===== config.mk =====
export PLATFORM = sky130hd
export DESIGN_NAME = mdio_page_bridge
export DESIGN_NICKNAME = d
export VERILOG_FILES = /design/src/rtl/mdio_page_bridge_pkg.sv /design/src/rtl/mpb_addr_split.sv /design/src/rtl/mpb_page_cache.sv /design/src/rtl/mpb_mdio_port.sv /design/src/rtl/mdio_page_bridge.sv
export SDC_FILE = /design/constraint.sdc
export NUM_CORES = 1
export LEC_CHECK = 0
export BUFFER_PORTS_ARGS = -buffer_cell sky130_fd_sc_hd__buf_4
export CORE_MARGIN = 2
export CORE_UTILIZATION = 35
export CTS_CLUSTER_SIZE = 16
export DETAILED_ROUTE_END_ITERATION = 6
export GPL_TIMING_DRIVEN = 0
export HOLD_SLACK_MARGIN = 0.15
export RECOVER_POWER = 100
export SKIP_LAST_GASP = 1
export SYNTH_ARGS = -nofsm -noshare
export SYNTH_HDL_FRONTEND = slang
export SYNTH_SLANG_ARGS = --single-unit

===== constraint.sdc =====
create_clock -name clk -period 1.7 [get_ports clk]
set_clock_uncertainty 0.05 [all_clocks]
set_input_delay 0.085 -clock clk [delete_from_list [all_inputs] [get_ports clk]]
set_output_delay 0.085 -clock clk [all_outputs]
set_load 0.005 [all_outputs]

===== src/rtl/mdio_page_bridge_pkg.sv =====
package mdio_page_bridge_pkg;

   typedef enum logic [1:0] {
      OP_READ   = 2'd0,
      OP_WRITE  = 2'd1,
      OP_MODIFY = 2'd2,
      OP_DEBUG  = 2'd3
   } bridge_op_t;

   typedef enum logic [2:0] {
      STEP_PAGE    = 3'd0,
      STEP_RD_LO   = 3'd1,
      STEP_RD_HI   = 3'd2,
      STEP_WR_LO   = 3'd3,
      STEP_WR_HI   = 3'd4,
      STEP_DBG_ADR = 3'd5,
      STEP_DBG_DAT = 3'd6,
      STEP_END     = 3'd7
   } bridge_step_t;

   // first command of a request; a page miss always starts with the page write
   function automatic bridge_step_t first_step(input bridge_op_t op, input logic page_hit);
      bridge_step_t s;
      if (op == OP_DEBUG)      s = STEP_DBG_ADR;
      else if (!page_hit)      s = STEP_PAGE;
      else if (op == OP_WRITE) s = STEP_WR_LO;
      else                     s = STEP_RD_LO;
      return s;
   endfunction

   // fixed command order of each operation
   function automatic bridge_step_t next_step(input bridge_op_t op, input bridge_step_t s);
      bridge_step_t n;
      case (s)
         STEP_PAGE:    n = (op == OP_WRITE) ? STEP_WR_LO : STEP_RD_LO;
         STEP_RD_LO:   n = STEP_RD_HI;
         STEP_RD_HI:   n = (op == OP_MODIFY) ? STEP_WR_LO : STEP_END;
         STEP_WR_LO:   n = STEP_WR_HI;
         STEP_DBG_ADR: n = STEP_DBG_DAT;
         default:      n = STEP_END;
      endcase
      return n;
   endfunction

endpackage


===== src/rtl/mpb_addr_split.sv =====
module mpb_addr_split #(
   parameter int          WADDR_W  = 24,
   parameter int          PAGE_W   = 16,
   parameter int          PHY_W    = 5,
   parameter int          REG_W    = 5,
   parameter logic [4:0]  PHY_BASE = 5'h10
) (
   input  logic [WADDR_W-1:0] word_addr,
   output logic [PAGE_W-1:0]  page,
   output logic [PHY_W-1:0]   phy,
   output logic [REG_W-1:0]   reg_lo,
   output logic [REG_W-1:0]   reg_hi
);
   localparam int SEL_W = WADDR_W - PAGE_W - REG_W;

   if (SEL_W < 1 || SEL_W > PHY_W) begin : g_bad_sel
      $error("mpb_addr_split: PHY select field width %0d out of range", SEL_W);
   end
   if (PHY_W > 5) begin : g_bad_phy
      $error("mpb_addr_split: PHY_W must not exceed 5");
   end

   logic [SEL_W-1:0] sel;

   always_comb begin
      sel    = word_addr[REG_W +: SEL_W];
      page   = word_addr[WADDR_W-1 -: PAGE_W];
      phy    = PHY_BASE[PHY_W-1:0] | PHY_W'(sel);
      reg_lo = word_addr[REG_W-1:0];
      reg_hi = word_addr[REG_W-1:0] + REG_W'(1);
   end
endmodule


===== src/rtl/mpb_page_cache.sv =====
module mpb_page_cache #(
   parameter int PAGE_W   = 16,
   parameter bit CACHE_EN = 1'b1
) (
   input  logic              clk,
   input  logic              rst_n,
   input  logic              load,
   input  logic [PAGE_W-1:0] load_page,
   input  logic [PAGE_W-1:0] probe_page,
   output logic              hit
);
   if (CACHE_EN) begin : g_cached
      logic              valid_q;
      logic [PAGE_W-1:0] page_q;

      always_ff @(posedge clk) begin
         if (!rst_n) begin
            valid_q <= 1'b0;
            page_q  <= '0;
         end else if (load) begin
            valid_q <= 1'b1;
            page_q  <= load_page;
         end
      end

      assign hit = valid_q && (page_q == probe_page);

      AST_HIT_NEEDS_LOAD: assert property (@(posedge clk) disable iff (!rst_n)
         (load && probe_page == load_page) |=> hit);
   end else begin : g_uncached
      assign hit = 1'b0;
   end
endmodule


===== src/rtl/mpb_mdio_port.sv =====
module mpb_mdio_port #(
   parameter int PHY_W = 5,
   parameter int REG_W = 5,
   parameter int HW_W  = 16
) (
   input  logic             clk,
   input  logic             rst_n,
   input  logic             go,
   input  logic [PHY_W-1:0] go_phy,
   input  logic [REG_W-1:0] go_reg,
   input  logic [HW_W-1:0]  go_wdata,
   input  logic             go_read,
   output logic [PHY_W-1:0] mdio_phy,
   output logic [REG_W-1:0] mdio_reg,
   output logic [HW_W-1:0]  mdio_wdata,
   output logic             mdio_read,
   output logic             mdio_start,
   input  logic             mdio_busy,
   input  logic [HW_W-1:0]  mdio_rdata,
   output logic             fin,
   output logic [HW_W-1:0]  fin_rdata
);
   typedef enum logic [1:0] {P_IDLE, P_ISSUE, P_ACK, P_WAIT} port_st_t;

   port_st_t st_q;

   always_ff @(posedge clk) begin
      if (!rst_n) begin
         st_q       <= P_IDLE;
         mdio_phy   <= '0;
         mdio_reg   <= '0;
         mdio_wdata <= '0;
         mdio_read  <= 1'b0;
      end else begin
         case (st_q)
            P_IDLE: if (go) begin
               mdio_phy   <= go_phy;
               mdio_reg   <= go_reg;
               mdio_wdata <= go_wdata;
               mdio_read  <= go_read;
               st_q       <= P_ISSUE;
            end
            P_ISSUE: if (!mdio_busy) st_q <= P_ACK;
            P_ACK:   if (mdio_busy)  st_q <= P_WAIT;
            P_WAIT:  if (!mdio_busy) st_q <= P_IDLE;
            default: st_q <= P_IDLE;
         endcase
      end
   end

   assign mdio_start = (st_q == P_ISSUE) && !mdio_busy;
   assign fin        = (st_q == P_WAIT) && !mdio_busy;
   assign fin_rdata  = mdio_rdata;

   AST_START_PULSE: assert property (@(posedge clk) disable iff (!rst_n)
      mdio_start |=> !mdio_start);
   AST_CMD_STABLE: assert property (@(posedge clk) disable iff (!rst_n)
      (mdio_busy && $past(mdio_busy)) |-> ($stable(mdio_phy) && $stable(mdio_reg)
                                           && $stable(mdio_wdata) && $stable(mdio_read)));
   AST_FIN_AFTER_START: assert property (@(posedge clk) disable iff (!rst_n)
      fin |-> !mdio_start);
endmodule


===== src/rtl/mdio_page_bridge.sv =====
module mdio_page_bridge
   import mdio_page_bridge_pkg::*;
#(
   parameter int          HW_W        = 16,
   parameter int          PAGE_LSB    = 9,
   parameter int          PAGE_W      = 16,
   parameter int          PHY_W       = 5,
   parameter int          REG_W       = 5,
   parameter logic [4:0]  PHY_BASE    = 5'h10,
   parameter logic [4:0]  PAGE_PHY    = 5'h18,
   parameter logic [4:0]  PAGE_REG    = 5'h00,
   parameter logic [4:0]  DBG_ADR_REG = 5'h1D,
   parameter logic [4:0]  DBG_DAT_REG = 5'h1E,
   parameter bit          CACHE_EN    = 1'b1,
   localparam int         AW          = PAGE_LSB + PAGE_W,
   localparam int         DW          = 2 * HW_W
) (
   input  logic             clk,
   input  logic             rst_n,
   input  logic [AW-1:0]    host_addr,
   input  logic [DW-1:0]    host_wdata,
   input  logic [DW-1:0]    host_mask,
   input  logic             host_rd,
   input  logic             host_wr,
   input  logic             host_mod,
   input  logic             host_dbg,
   output logic [DW-1:0]    host_rdata,
   output logic             host_done,
   output logic [PHY_W-1:0] mdio_phy,
   output logic [REG_W-1:0] mdio_reg,
   output logic [HW_W-1:0]  mdio_wdata,
   output logic             mdio_read,
   output logic             mdio_start,
   input  logic             mdio_busy,
   input  logic [HW_W-1:0]  mdio_rdata
);
   if (PAGE_W > HW_W) begin : g_bad_page
      $error("mdio_page_bridge: page value wider than a half-word");
   end
   if (PHY_W != 5 || REG_W != 5) begin : g_bad_fields
      $error("mdio_page_bridge: MDIO PHY and register fields are 5 bits");
   end

   // address split of the incoming request
   logic [PAGE_W-1:0] req_page;
   logic [PHY_W-1:0]  req_phy;
   logic [REG_W-1:0]  req_reg_lo, req_reg_hi;

   mpb_addr_split #(
      .WADDR_W (AW-1), .PAGE_W(PAGE_W), .PHY_W(PHY_W), .REG_W(REG_W), .PHY_BASE(PHY_BASE)
   ) u_split (
      .word_addr (host_addr[AW-1:1]),
      .page      (req_page),
      .phy       (req_phy),
      .reg_lo    (req_reg_lo),
      .reg_hi    (req_reg_hi)
   );

   // request state
   logic              active_q, launch_q, done_q;
   bridge_op_t        op_q, req_op;
   bridge_step_t      step_q, step_nx;
   logic [PAGE_W-1:0] page_q;
   logic [PHY_W-1:0]  phy_q;
   logic [REG_W-1:0]  reg_lo_q, reg_hi_q;
   logic [DW-1:0]     wdata_q, mask_q, rdata_q;
   logic [HW_W-1:0]   lo_q, hi_q;
   logic              page_hit, accept, req_any;
   logic              port_fin;
   logic [HW_W-1:0]   port_rdata;

   mpb_page_cache #(.PAGE_W(PAGE_W), .CACHE_EN(CACHE_EN)) u_cache (
      .clk        (clk),
      .rst_n      (rst_n),
      .load       (port_fin && step_q == STEP_PAGE),
      .load_page  (page_q),
      .probe_page (req_page),
      .hit        (page_hit)
   );

   // fixed priority between simultaneous strobes
   always_comb begin
      if (host_rd)       req_op = OP_READ;
      else if (host_wr)  req_op = OP_WRITE;
      else if (host_mod) req_op = OP_MODIFY;
      else               req_op = OP_DEBUG;
   end

   assign req_any = host_rd | host_wr | host_mod | host_dbg;
   assign accept  = !active_q && req_any;
   assign step_nx = next_step(op_q, step_q);

   always_ff @(posedge clk) begin
      if (!rst_n) begin
         active_q <= 1'b0;
         launch_q <= 1'b0;
         done_q   <= 1'b0;
         op_q     <= OP_READ;
         step_q   <= STEP_END;
         page_q   <= '0;
         phy_q    <= '0;
         reg_lo_q <= '0;
         reg_hi_q <= '0;
         wdata_q  <= '0;
         mask_q   <= '0;
         lo_q     <= '0;
         hi_q     <= '0;
         rdata_q  <= '0;
      end else begin
         launch_q <= 1'b0;
         done_q   <= 1'b0;
         if (accept) begin
            active_q <= 1'b1;
            launch_q <= 1'b1;
            op_q     <= req_op;
            step_q   <= first_step(req_op, page_hit);
            page_q   <= req_page;
            phy_q    <= (req_op == OP_DEBUG) ? host_addr[PHY_W-1:0] : req_phy;
            reg_lo_q <= req_reg_lo;
            reg_hi_q <= req_reg_hi;
            wdata_q  <= host_wdata;
            mask_q   <= host_mask;
         end else if (active_q && port_fin) begin
            if (step_q == STEP_RD_LO) lo_q <= port_rdata;
            if (step_q == STEP_RD_HI) begin
               hi_q    <= port_rdata;
               rdata_q <= {port_rdata, lo_q};
            end
            step_q <= step_nx;
            if (step_nx == STEP_END) begin
               active_q <= 1'b0;
               done_q   <= 1'b1;
            end else begin
               launch_q <= 1'b1;
            end
         end
      end
   end

   // command selection for the current step
   logic [DW-1:0]     store_val;
   logic [PHY_W-1:0]  cmd_phy;
   logic [REG_W-1:0]  cmd_reg;
   logic [HW_W-1:0]   cmd_data;
   logic              cmd_read;

   assign store_val = (op_q == OP_MODIFY) ? (({hi_q, lo_q} & ~mask_q) | wdata_q) : wdata_q;

   always_comb begin
      cmd_phy  = phy_q;
      cmd_reg  = reg_lo_q;
      cmd_data = '0;
      cmd_read = 1'b0;
      case (step_q)
         STEP_PAGE: begin
            cmd_phy  = PAGE_PHY[PHY_W-1:0];
            cmd_reg  = PAGE_REG[REG_W-1:0];
            cmd_data = HW_W'(page_q);
         end
         STEP_RD_LO: cmd_read = 1'b1;
         STEP_RD_HI: begin
            cmd_reg  = reg_hi_q;
            cmd_read = 1'b1;
         end
         STEP_WR_LO: cmd_data = store_val[HW_W-1:0];
         STEP_WR_HI: begin
            cmd_reg  = reg_hi_q;
            cmd_data = store_val[DW-1:HW_W];
         end
         STEP_DBG_ADR: begin
            cmd_reg  = DBG_ADR_REG[REG_W-1:0];
            cmd_data = wdata_q[DW-1:HW_W];
         end
         STEP_DBG_DAT: begin
            cmd_reg  = DBG_DAT_REG[REG_W-1:0];
            cmd_data = wdata_q[HW_W-1:0];
         end
         default: ;
      endcase
   end

   mpb_mdio_port #(.PHY_W(PHY_W), .REG_W(REG_W), .HW_W(HW_W)) u_port (
      .clk        (clk),
      .rst_n      (rst_n),
      .go         (launch_q),
      .go_phy     (cmd_phy),
      .go_reg     (cmd_reg),
      .go_wdata   (cmd_data),
      .go_read    (cmd_read),
      .mdio_phy   (mdio_phy),
      .mdio_reg   (mdio_reg),
      .mdio_wdata (mdio_wdata),
      .mdio_read  (mdio_read),
      .mdio_start (mdio_start),
      .mdio_busy  (mdio_busy),
      .mdio_rdata (mdio_rdata),
      .fin        (port_fin),
      .fin_rdata  (port_rdata)
   );

   assign host_done  = done_q;
   assign host_rdata = rdata_q;

   AST_DONE_PULSE: assert property (@(posedge clk) disable iff (!rst_n)
      host_done |=> !host_done);
   AST_LO_BEFORE_HI: assert property (@(posedge clk) disable iff (!rst_n)
      (step_q == STEP_WR_HI && $past(step_q) != STEP_WR_HI) |-> $past(step_q) == STEP_WR_LO);
   AST_REQ_IGNORED: assert property (@(posedge clk) disable iff (!rst_n)
      (active_q && $past(active_q)) |-> ($stable(op_q) && $stable(page_q) && $stable(wdata_q)));
   AST_DONE_IDLE: assert property (@(posedge clk) disable iff (!rst_n)
      host_done |-> !active_q);
endmodule


==> impl_metrics.tcl <==
set metrics [dict create \
    outcome "finished clean" \
    timing.reg2reg.setup_slack_ps 30 \
    grt_first_pass_wirelength_um 43500 \
    maxSlewHeadroom_pct 51.8 \
    initial_utilization_pct 35.6 \
    min_path_type "input port to register" \
    chipHeight_um 158 \
    overflow 0 \
    vias 8514 \
    hold-worst-slack_ps 180 \
    cell_area_after_placement_sq_um 10000 \
    dp.cells 1546 \
    ys.flop_type "sky130_fd_sc_hd__dfxtp_1" \
    slew_viol_final 0 \
    endpoint_kind "register" \
    detail_route.wirelength_um 29500 \
    max_slew.worst_pin.slew_ps 723 \
    detailed_routing_iteration_count_for_the_pre_antenna_repair_pass 5 \
    filler_cell_count 2221 \
    pwr_density_cell_nw_per_um2 912 \
    port-buffer-count 171 \
    drt_iter0_markers 588 \
    cts_htree_levels 4 \
    areaGrowthSynthToFinish_pct 47.6 \
    reg2reg_depth 5 \
    ir_worst_vdd_uv 628 \
    synth.yosys.warnings 0 \
    async_flop_share_pct 0 \
    criticalPathCategory "register to register" \
    die_area_sq_um 25100 \
    cts-root-buf "sky130_fd_sc_hd__clkbuf_16" \
    cp-start-kind "register" \
    maximum_fanout_along_the_worst_path 10 \
    cts_made_buffers 17 \
    peak_clock_frequency_supported_by_timing_mhz 600 \
    yosysUniqueCellTypes 53 \
    ys_seq_elements 197 \
    hold_start "host_mod" \
    worst_r2r_endpoint "wdata_q[31]" \
    report.final.setup_viol 0 \
    count_leader_synth "sky130_fd_sc_hd__nand2_1" \
    finalInstanceArea_sq_um 12300 \
    synth_top_cell_by_area "sky130_fd_sc_hd__dfxtp_1" \
    yosys-top-cells-count "332 x sky130_fd_sc_hd__nand2_1, 197 x sky130_fd_sc_hd__dfxtp_1, 129 x sky130_fd_sc_hd__a21oi_1" \
    synth_sequential_area_ratio_pct 47.2 \
    antenna_left 0 \
    yosys.area.top_type_share_pct 47.2 \
    clock_tree.buffer_depth 2 \
    clk_transition_reported_paths_ps 70 \
    cpPeakStageDelay_ps 450 \
    netlist_area_sq_um 8350 \
    max_cap_viol_count 0 \
    critPathRequiredTime_ps 2020 \
    largest_net_degree_at_the_start_of_global_routing 19 \
    cp_cell_sequence "a21oi_2 -> buf_6 -> clkbuf_2 -> nand2_1 -> a21oi_1" \
    final_nets 1497 \
    critical_path_arrival_ps 1990 \
    cts_sinks 197 \
    timing.final.crit_period_ps 1670 \
    place.gp.congestion 0.867 \
    footprint_of_the_multi_input_gates_sq_um 4150 \
    synth_area_per_cell_sq_um 7.91 \
    p_leak_nw 4.74 \
    ios 173 \
    syn_inst 1056 \
    instances_no_fill 1711 \
    timing.final.crit_share_pct 98.1 \
    grt_setup_unrepaired "true" \
    insertedDiodeCount 0 \
    groute.usage.overall_pct 23.1 \
    via_count_of_the_first_global_routing_pass 7955 \
    die_x_um 158 \
    syn_nets 1174 \
    sequential_cell_area_sq_um 3960 \
    routed_wire_length_per_instance_um 17.2 \
    worstHoldPathCells 5 \
    initial_antenna_violation_count 0 \
    whs_endpoint "phy_q[1]" \
    report.final.hold_viol_count 0 \
    synth-edff-count 0 \
    hpwlAfterDp_um 21100 \
    drt-vias-per-instance 4.98 \
    coreArea_sq_um 23500 \
    layout-drive-gt1-share_pct 22.2 \
    critical_path.slowest_cell "sky130_fd_sc_hd__a21oi_2" \
    drc_errors 0 \
    synth.top_cells.by_area "sky130_fd_sc_hd__dfxtp_1 47%, sky130_fd_sc_hd__nand2_1 15%, sky130_fd_sc_hd__a21oi_1 7.7%" \
    cts_tree "done" \
    clock_latency_of_the_later_clocked_register_in_the_worst_skew_pair_ps 450 \
    core.rowCount 56 \
    beginning_of_the_worst_register_to_register_path "active_q" \
]
[worst max path at each step]
stage                        start               endpoint  slack [ps]
finish                    active_q            wdata_q[31]          30
global route             step_q[2]  u_port.mdio_wdata[15]         -80
CTS                      step_q[1]   u_port.mdio_wdata[1]         -70
detailed placement  u_port.st_q[0]   u_port.mdio_wdata[9]        -440
global placement    u_port.st_q[0]   u_port.mdio_wdata[6]        -420
floorplan           u_port.st_q[0]  u_port.mdio_wdata[13]          20
[cell families after synthesis]
group,after synthesis,synth area share (%)
buffers and inverters,104,6.22
AND/OR/NAND/NOR,459,23.5
multiplexers,1,0.120
adder cells (fa/ha/maj),6,0.899
AO/OA/AOI/OAI,269,20.0
XOR/XNOR,20,2.10
flip-flops,197,47.2
[through the flow]
| step | power, mW | TNS, ps | setup WS [ps] | util (%) |
|---|---|---|---|---|
| 3_5_place_dp | 6.84 | -16220 | -441 | 42.7 |
| 6_report | 11.2 | 0 | 32.3 | 52.5 |
| 5_1_grt | 11.7 | -312 | -84.6 | 52.5 |
| 2_1_floorplan | 6.10 | 0 | 16.4 | - |
| 4_1_cts | 11.1 | -279 | -72.2 | 51.3 |
| 3_3_place_gp | 6.82 | -16190 | -421 | 42.7 |
[where the power goes]
part | total, mW | internal [mW] | switching (mW)
Clock | 4.05 | 2.10 | 1.95
Sequential | 5.08 | 4.89 | 0.197
Combinational | 2.12 | 0.998 | 1.12
[worst max-delay path, delay by kind of cell (launching register included)]
family	cells	cell delay, ps
AOI/OAI and AO/OA	2	580
DFF	1	340
buffers and inverters	2	490
and+or+nand+nor	1	130
[layout by cell type, fill, tap and decap left out, types with 8 or more instances in the layout]
cell,instances
sky130_fd_sc_hd__buf_6,16
sky130_fd_sc_hd__a221oi_1,10
sky130_fd_sc_hd__o21ai_0,19
sky130_fd_sc_hd__inv_1,26
sky130_fd_sc_hd__nor3_1,8
sky130_fd_sc_hd__a21boi_0,12
sky130_fd_sc_hd__clkbuf_16,20
sky130_fd_sc_hd__nand2b_1,17
sky130_fd_sc_hd__nor2_1,46
sky130_fd_sc_hd__dlygate4sd3_1,117
sky130_fd_sc_hd__clkbuf_4,52
sky130_fd_sc_hd__nand2_1,330
sky130_fd_sc_hd__o32ai_2,12
sky130_fd_sc_hd__clkbuf_1,34
sky130_fd_sc_hd__buf_4,135
sky130_fd_sc_hd__o21ai_1,11
sky130_fd_sc_hd__nor3b_1,14
sky130_fd_sc_hd__clkbuf_2,8
sky130_fd_sc_hd__a21oi_1,128
sky130_fd_sc_hd__nand3_1,11
sky130_fd_sc_hd__xnor2_1,13
sky130_fd_sc_hd__buf_2,12
sky130_fd_sc_hd__dfxtp_1,194
sky130_fd_sc_hd__a21boi_1,40
[final cells by class]
cell class,instances,area share [%]
well taps,319,3.24
clock buffers,18,3.56
plain buffers,74,4.22
multi-input cells,755,33.7
flip-flops and latches,197,32.1
repair buffers,308,21.3
clock inverters,14,1.12
inverters,26,0.792
[what timing repair did]
item                                    CTS  global route
endpoints found under the hold margin   140             0
endpoints found under the setup margin   73           105
pin swaps                                 2             8
resized for setup                        48            63
buffers inserted                          7             9
hold buffers                            117             0
cloned                                    0             4
[metal layers]
metal | part of all wire, % | GRT usage, % | up-vias
li1 | - | - | 4188
met1 | 45 | 30.0 | 3988
met2 | 46 | 38.4 | 279
met3 | 5.4 | 4.16 | 59
met4 | 3.4 | 8.49 | 0
met5 | 0 | 0 | -
Note: power is estimated with default switching activity, not from simulation.
